===== config.mk =====
export PLATFORM = sky130hd
export DESIGN_NAME = turngap_top
export DESIGN_NICKNAME = d
export VERILOG_FILES = /design/src/rtl/turngap_pkg.sv /design/src/rtl/turngap_ctrl.sv /design/src/rtl/turngap_dp.sv /design/src/rtl/turngap_top.sv
export SDC_FILE = /design/constraint.sdc
export NUM_CORES = 1
export LEC_CHECK = 0
export BUFFER_PORTS_ARGS = -buffer_cell sky130_fd_sc_hd__buf_2
export CORE_MARGIN = 2
export CORE_UTILIZATION = 45
export DETAILED_ROUTE_END_ITERATION = 12
export PLACE_DENSITY = 0.64
export SLEW_MARGIN = 20
export SYNTH_ARGS = -nofsm -noshare
export SYNTH_HDL_FRONTEND = slang
export SYNTH_SLANG_ARGS = --single-unit

===== constraint.sdc =====
create_clock -name clk -period 8.5 [get_ports clk]
set_input_delay 1.7 -clock clk [delete_from_list [all_inputs] [get_ports clk]]
set_output_delay 1.7 -clock clk [all_outputs]
set_load 0.02 [all_outputs]

===== src/rtl/turngap_pkg.sv =====
package turngap_pkg;

  // Strobes from control to datapath, one cycle wide each.
  typedef struct packed {
    logic grantStb;   // a request is granted: capture its attributes
    logic doneStb;    // the running transfer ends: restart the idle count
  } gapStrobe_t;

  typedef enum logic [1:0] {
    MODE_A = 2'b00,
    MODE_B = 2'b01,
    MODE_C = 2'b10,
    MODE_D = 2'b11
  } accMode_t;

endpackage


===== src/rtl/turngap_ctrl.sv =====
module turngap_ctrl
  import turngap_pkg::*;
(
  input  logic       clk,
  input  logic       rstN,
  input  logic       reqValid,
  input  logic       xferDone,
  input  logic       gapMet,
  output logic       grant,
  output logic       busy,
  output gapStrobe_t stb
);

  logic busyQ;

  // A request wins only on an idle bus whose gap has elapsed.
  always_comb begin
    grant        = reqValid && !busyQ && gapMet;
    stb.grantStb = grant;
    stb.doneStb  = xferDone && busyQ;
  end

  always_ff @(posedge clk) begin
    if (!rstN) begin
      busyQ <= 1'b0;
    end else if (stb.grantStb) begin
      busyQ <= 1'b1;
    end else if (stb.doneStb) begin
      busyQ <= 1'b0;
    end
  end

  assign busy = busyQ;

endmodule


===== src/rtl/turngap_dp.sv =====
module turngap_dp
  import turngap_pkg::*;
#(
  parameter int NUM_BANKS      = 4,
  parameter int GAP_W          = 4,
  parameter int SYNC_SAME_GAP  = 2,
  parameter int SYNC_CROSS_GAP = 3,
  localparam int BANK_W = (NUM_BANKS > 1) ? $clog2(NUM_BANKS) : 1
)(
  input  logic              clk,
  input  logic              rstN,
  input  logic              cfgWrEn,
  input  logic [BANK_W-1:0] cfgBank,
  input  logic [GAP_W-1:0]  cfgGap,
  input  logic [1:0]        cfgMode,
  input  logic              cfgExt,
  input  logic              cfgMux,
  input  logic              reqWrite,
  input  logic              reqSync,
  input  logic [BANK_W-1:0] reqBank,
  input  gapStrobe_t        stb,
  output logic              gapMet
);

  localparam logic [GAP_W-1:0] FIX_NEAR = GAP_W'(SYNC_SAME_GAP);
  localparam logic [GAP_W-1:0] FIX_FAR  = GAP_W'(SYNC_CROSS_GAP);
  localparam logic [GAP_W-1:0] GAP_MAX  = '1;

  // Per-bank settings.
  logic [GAP_W-1:0] gapReg  [NUM_BANKS];
  accMode_t         modeReg [NUM_BANKS];
  logic             extReg  [NUM_BANKS];
  logic             muxReg  [NUM_BANKS];

  for (genvar b = 0; b < NUM_BANKS; b++) begin : g_bank
    always_ff @(posedge clk) begin
      if (!rstN) begin
        gapReg[b]  <= GAP_MAX;
        modeReg[b] <= MODE_A;
        extReg[b]  <= 1'b0;
        muxReg[b]  <= 1'b0;
      end else if (cfgWrEn && (cfgBank == BANK_W'(b))) begin
        gapReg[b]  <= cfgGap;
        modeReg[b] <= accMode_t'(cfgMode);
        extReg[b]  <= cfgExt;
        muxReg[b]  <= cfgMux;
      end
    end
  end

  // Record of the last granted transfer.
  logic              prevValid;
  logic              prevWrite;
  logic              prevSync;
  logic [BANK_W-1:0] prevBank;

  always_ff @(posedge clk) begin
    if (!rstN) begin
      prevValid <= 1'b0;
      prevWrite <= 1'b0;
      prevSync  <= 1'b0;
      prevBank  <= '0;
    end else if (stb.grantStb) begin
      prevValid <= 1'b1;
      prevWrite <= reqWrite;
      prevSync  <= reqSync;
      prevBank  <= reqBank;
    end
  end

  // Idle cycles since the last transfer ended, saturating.
  logic [GAP_W-1:0] idleCnt;

  always_ff @(posedge clk) begin
    if (!rstN) begin
      idleCnt <= GAP_MAX;
    end else if (stb.doneStb) begin
      idleCnt <= '0;
    end else if (idleCnt != GAP_MAX) begin
      idleCnt <= idleCnt + 1'b1;
    end
  end

  // Settings of the bank that did the last transfer, read live.
  logic [GAP_W-1:0] selGap;
  logic             selStrict;
  logic             sameBank;

  always_comb begin
    selGap    = gapReg[prevBank];
    selStrict = muxReg[prevBank] || (extReg[prevBank] && (modeReg[prevBank] == MODE_D));
    sameBank  = (reqBank == prevBank);
  end

  logic [GAP_W-1:0] needGap;

  always_comb begin
    needGap = '0;
    if (prevValid && prevWrite) begin
      if (prevSync) begin
        if (!reqSync) begin
          needGap = FIX_NEAR;
        end else if (reqWrite && sameBank) begin
          needGap = FIX_NEAR;
        end else begin
          needGap = FIX_FAR;
        end
      end else begin
        if (reqWrite && !reqSync && sameBank && !selStrict) begin
          needGap = '0;
        end else begin
          needGap = selGap;
        end
      end
    end
  end

  assign gapMet = (idleCnt >= needGap);

endmodule


===== src/rtl/turngap_top.sv =====
module turngap_top
  import turngap_pkg::*;
#(
  parameter int NUM_BANKS      = 4,
  parameter int GAP_W          = 4,
  parameter int SYNC_SAME_GAP  = 2,
  parameter int SYNC_CROSS_GAP = 3,
  localparam int BANK_W = (NUM_BANKS > 1) ? $clog2(NUM_BANKS) : 1
)(
  input  logic              clk,
  input  logic              rstN,
  input  logic              cfgWrEn,
  input  logic [BANK_W-1:0] cfgBank,
  input  logic [GAP_W-1:0]  cfgGap,
  input  logic [1:0]        cfgMode,
  input  logic              cfgExt,
  input  logic              cfgMux,
  input  logic              reqValid,
  input  logic              reqWrite,
  input  logic              reqSync,
  input  logic [BANK_W-1:0] reqBank,
  input  logic              xferDone,
  output logic              grant,
  output logic              busy
);

  gapStrobe_t stb;
  logic       gapMet;

  turngap_ctrl u_ctrl (
    .clk      (clk),
    .rstN     (rstN),
    .reqValid (reqValid),
    .xferDone (xferDone),
    .gapMet   (gapMet),
    .grant    (grant),
    .busy     (busy),
    .stb      (stb)
  );

  turngap_dp #(
    .NUM_BANKS      (NUM_BANKS),
    .GAP_W          (GAP_W),
    .SYNC_SAME_GAP  (SYNC_SAME_GAP),
    .SYNC_CROSS_GAP (SYNC_CROSS_GAP)
  ) u_dp (
    .clk      (clk),
    .rstN     (rstN),
    .cfgWrEn  (cfgWrEn),
    .cfgBank  (cfgBank),
    .cfgGap   (cfgGap),
    .cfgMode  (cfgMode),
    .cfgExt   (cfgExt),
    .cfgMux   (cfgMux),
    .reqWrite (reqWrite),
    .reqSync  (reqSync),
    .reqBank  (reqBank),
    .stb      (stb),
    .gapMet   (gapMet)
  );

endmodule


# Word-level counts from Yosys, hierarchy flattened
# Memory sizes are Yosys's and may differ from the RTL's. A register that Yosys moved wholly into a read port is not among the register bits.
# Index checks and enable logic that the tools add are counted.
[op_classes]
add_sub_neg = 1
order_cmp = 1
n_eq_ne = 6
mux = 46
n_bitwise = 16
reduce_logical = 20
[op_table]
columns = ["operator", "n"]
rows = [
  ["two-way mux 4 bit", 10],
  ["two-way mux 1 bit", 24],
  ["two-way mux 2 bit", 12],
  ["bitwise OR 1 bit", 16],
  ["logical AND 1 bit", 13],
  ["equality test 2 bit, second input constant", 3],
  ["adder 4 x 1 -> 4 bit, second input constant", 1],
  ["greater-or-equal comparator 4 bit", 1],
  ["inequality test 4 bit, second input constant", 1],
  ["nonzero test 2 bit", 2],
  ["logical NOT 1 bit", 3],
  ["equality test 2 x 1 -> 1 bit, second input constant", 1],
  ["equality test 2 bit", 1],
  ["logical NOT 2 bit", 1],
  ["logical OR 1 bit", 1],
]
[totals]
regBits = 10
ram_bits = 32
in_bits = 19
output_inout_bits = 2
memories = 4
[memory_table]
columns = ["memory", "words", "word_bits", "read_ports", "rd_ports_with_merged_regs", "write_ports", "line_no", "rtl"]
rows = [
  ["u_dp.gapReg", 4, 4, 1, 1, 4, "turngap_dp.sv:30", "logic [GAP_W-1:0] gapReg [NUM_BANKS];"],
  ["u_dp.modeReg", 4, 2, 1, 1, 4, "turngap_dp.sv:31", "accMode_t modeReg [NUM_BANKS];"],
  ["u_dp.extReg", 4, 1, 1, 1, 4, "turngap_dp.sv:32", "logic extReg [NUM_BANKS];"],
  ["u_dp.muxReg", 4, 1, 1, 1, 4, "turngap_dp.sv:33", "logic muxReg [NUM_BANKS];"],
]

# Longest topological paths before layout
[depth]
depth_word = 12
depth_mapped = 12
ltp_nobuf = 11

# Cells and area by module
# Synthesis repeated with hierarchy kept, for this count alone.
[unflattened]
hier_cells = 160
area_unflattened_um2 = 2026.9
[by_module_without_submodules]
columns = ["module", "n_inst", "cells_per_inst", "area_each_um2", "seq_area_each_um2"]
rows = [
  ["turngap_dp", 1, 152, 1964.4, 1161.1],
  ["turngap_ctrl", 1, 8, 62.6, 20.0],
]

# Worst setup path after synthesis
# No wires, ideal clock.
[synth_timing]
path_kind = "in2out"
start = "in reqBank[1]"
end = "out grant"
t_arrival_ps = 3738
required_ps = 6800
path_slack_ps = 3062
path_stages = 10
n_path_buf = 0
cell_sequence = "xnor2_1 -> nand3_1 -> or4_4 -> nand3_1 -> o21ai_0 -> ha_1 -> nand2b_1 -> a21o_1 -> a211oi_1 -> nor4b_4"
[synth_between]
elab_chain_cells = 8
elab_cells_between_ends = 11
cone_classes = "1 x order compare; 1 x eq/ne; 5 x mux; 4 x reduce/logical"
[synth_lines]
columns = ["item", "line_no", "rtl"]
rows = [
  ["start: declaration", "turngap_top.sv:21", "input logic [BANK_W-1:0] reqBank,"],
  ["equality test 2 bit (*)", "turngap_dp.sv:92", "sameBank = (reqBank == prevBank);"],
  ["logical AND 1 bit (on tied branches)", "turngap_dp.sv:103, turngap_dp.sv:109", ""],
  ["two-way mux 1 bit or logical AND 1 bit (tied branches)", "turngap_dp.sv:103, turngap_dp.sv:109", ""],
  ["two-way mux 4 bit (on tied branches)", "turngap_dp.sv:101, turngap_dp.sv:109", ""],
  ["two-way mux 4 bit (*)", "turngap_dp.sv:100", "if (prevSync) begin"],
  ["two-way mux 4 bit (*)", "turngap_dp.sv:99", "if (prevValid && prevWrite) begin"],
  ["greater-or-equal comparator 4 bit (*)", "turngap_dp.sv:118", "assign gapMet = (idleCnt >= needGap);"],
  ["logical AND 1 bit (*)", "turngap_ctrl.sv:18", "grant = reqValid && !busyQ && gapMet;"],
  ["end: declaration", "turngap_top.sv:23", "output logic grant,"],
]
# Every way passes the cells marked *; elsewhere a longest branch is shown, timed or not.

# Worst setup path in the final report
# Ends and elaborated chain as after synthesis.

==> impl_results.md <==
* Crit share post-route at 69.5%
* Sw Share at 27.5%
* Switching power at 150 uW
* Synth Instances at 162
* Largest area contributor in the synthesized netlist: edfxtp_1
* Area Overhead vs Synth at 13.1%
* Worst Tran Pin Value at 0.792 ns
* Gp weighted congestion at 0.818
* DR WL met2 at 1.67 mm
* Flop-to-flop setup slack at 5.47 ns
* Rel. slew slack at 46.8%
* VDD IR-drop max at 114 uV
* Reg2Reg Depth at 11
* WP data arrival at 4.21 ns
* Cell chosen for the clock root: clkbuf_8
* Die X-Extent at 71.0 um
* Min-Delay Path Class: reg2reg
* GRT Util Overall at 15.7%
* Library cells used by synthesis at 28
* Clk buf depth at 2
* Max Fclk at 0.169 GHz
* First-pass GRT wire length at 5.92 mm
* CTS tree: done
* GR Overflow Total at 0
* Leakage at 0.852 nW
* Initial Utilization at 46.7%
* Seq/Total Area, Yosys at 58.5%
* Number of global-route vias before repair at 1320
* Post-synth EDFFs at 30
* Max-slew violations at 0
* Final hold vios at 0
* Post-CTS sizing at 0
* H-Tree Depth at 2
* Cts hold-fix bufs at 0
* Post-synth top flop: edfxtp_1
* DRT Pass-1 Iters at 4
* Flop pwr share at 50.7%
* Crit path launch type: input pin
* Post-synthesis async set-or-reset flop share at 0%
* Initial DRC count at 59
* Fin crit period at 5.91 ns
* Highest metal used: met4
* Critical path data required time at 6.80 ns
* Worst setup startpoint: reqBank[1]
* Met3 routed WL at 199 um
* Core box area at 0.00432 sq mm
* DR WL/cell at 15.0 um
* # IOs at 21
* Largest net degree at the start of global routing at 22
* Hold Slack at 0.497 ns
* Setup TNS at 0 ns
* Power density over cell area at 239 mW/mm^2
* CP endpoint kind: output pin
* Antenna cells at 0
* Post-DP HPWL at 2.59 mm
* Drt drc at 0
* Initial antenna violation count at 0
* Clock Sink Count at 44
* Nets at 210
* Max Cap Viol at 0
* Mapped Nets at 186
* Vias per inst at 5.44
* Internal at 396 uW
* #FFs+latches synth at 44
* Worst-path clk slew at 0.08 ns
* Most frequent cells in the layout: 30 x edfxtp_1, 20 x buf_2, 16 x and2_1, 14 x nand2_1, 14 x dfxtp_1
* Row count at 24
* Power share of the clock group at 30.0%
* Yosys warning total at 0
* Synth area leaders: edfxtp_1 45%, dfxtp_1 14%, mux4_1 5.2%
* Post-Route WL at 3.60 mm
* Top cell type's share of synthesized area at 44.6%
* Power share of the combinational group at 19.2%
* ANT nets after route at 0
* Die Area at 0.00504 sq mm
* WL met1 at 1.66 mm
* CP endpoint: grant
* Status: finished clean
* Cell Area, Synth at 0.00202 sq mm
* Post-CTS Setup Repair Bufs at 0
* Clk_lat worst skew at 0.30 ns
* Fin Clk Skew at 0.0102 ns
* Die height at 71.0 um
* Commonest non-fill, non-tap cell in the layout: edfxtp_1
* CP Max Fanout at 7
* Syn avg cell area at 12.5 sq um
* TritonCTS Buffers at 5
* Layout cells sized above 1 at 19.3%
* Vias at 1301
* CP Class: in2out
* RSZ-0062 raised after global routing: false
* Endpoints failing setup at 0
* Number of I/O port buffers at 20
## how the worst min path moves through the flow
stage | start | endpoint | slack (ns) | cells past startpoint
after detailed placement | u_dp.prevWrite | u_dp.prevWrite | 0.49 | 2
after global placement | u_dp.prevSync | u_dp.prevSync | 0.47 | 2
final | u_dp.prevBank[1] | flip-flop | 0.50 | 2
after global routing | u_dp.prevWrite | u_dp.prevWrite | 0.52 | 2
after CTS | u_dp.prevSync | u_dp.prevSync | 0.50 | 2
after floorplan | u_dp.prevSync | u_dp.prevSync | 0.45 | 2
## power groups by stage
stage                     clock network (mW)  logic (mW)  registers (mW)
after global routing                   0.176       0.118           0.281
after global placement                     0      0.0994           0.281
after floorplan                            0      0.0830           0.275
after CTS                              0.166       0.106           0.277
after detailed placement                   0       0.104           0.282
final                                  0.164       0.105           0.277
## through the flow
step	setup slack [ns]	util, %	power, mW	instances	cell area (sq um)
2_1_floorplan	3.06	-	0.358	162	2020
3_3_place_gp	2.74	50.2	0.380	231	2170
3_5_place_dp	2.60	50.2	0.386	231	2170
4_1_cts	2.57	52.8	0.549	239	2280
5_1_grt	2.44	52.8	0.575	239	2280
6_report	2.59	52.8	0.545	239	2280
## sequential cells by signal, summed over array words and instances (netlist names), named ones only
register and count:
u_dp.gapReg 16, u_dp.modeReg 8, u_dp.extReg 4, u_dp.idleCnt 4
u_dp.muxReg 4, u_dp.prevBank 2, u_ctrl.busy 1, u_dp.prevSync 1
u_dp.prevValid 1, u_dp.prevWrite 1
## layer usage
| layer | track usage (%) | vias to the layer above |
|---|---|---|
| met3 | 5.84 | 6 |
| met5 | 0 | - |
| met2 | 25.5 | 32 |
| li1 | - | 647 |
| met4 | 5.66 | 0 |
| met1 | 19.2 | 616 |
## kinds of logic after synthesis
family | count (synthesis) | share of synthesized area, %
buffers and inverters | 10 | 2.23
flip-flops | 44 | 58.5
AND/OR/NAND/NOR | 71 | 19.8
multiplexers | 10 | 8.18
XOR/XNOR | 3 | 1.30
adder cells (fa/ha/maj) | 5 | 3.10
AO/OA/AOI/OAI | 19 | 6.88
## critical path: stages
cell,delay [ns]
buf_2,0.11
xnor2_1,0.13
nand3_1,0.12
or4_4,0.55
nand3_1,0.08
o21ai_0,0.10
ha_1,0.30
nand2b_1,0.11
a21o_1,0.12
a211oi_1,0.10
nor4b_4,0.53
buf_2,0.26
## cell usage after synthesis (2+ instances only)
cell type,instances
a22o_1,2
edfxtp_1,30
xnor2_1,3
nand2_1,14
o21ai_0,7
and2_1,16
a311oi_1,3
clkbuf_1,3
mux4_1,4
dfxtp_1,14
inv_1,6
mux2i_1,6
or2_2,4
nand4_1,2
nor2_1,8
ha_1,5
nand3_1,9
nand2b_1,3
or3_1,12
o21a_1,3
## final cells by class
class / instances / area, sq um
inverter: 6 / 22.5
timing repair buffer: 21 / 108
sequential: 44 / 1180
fill: 395 / 2040
clock buffer: 5 / 68.8
multi-input combinational: 108 / 793
tap: 52 / 65.1
clock inverter: 3 / 46.3
(Power assumes the default switching activity.)
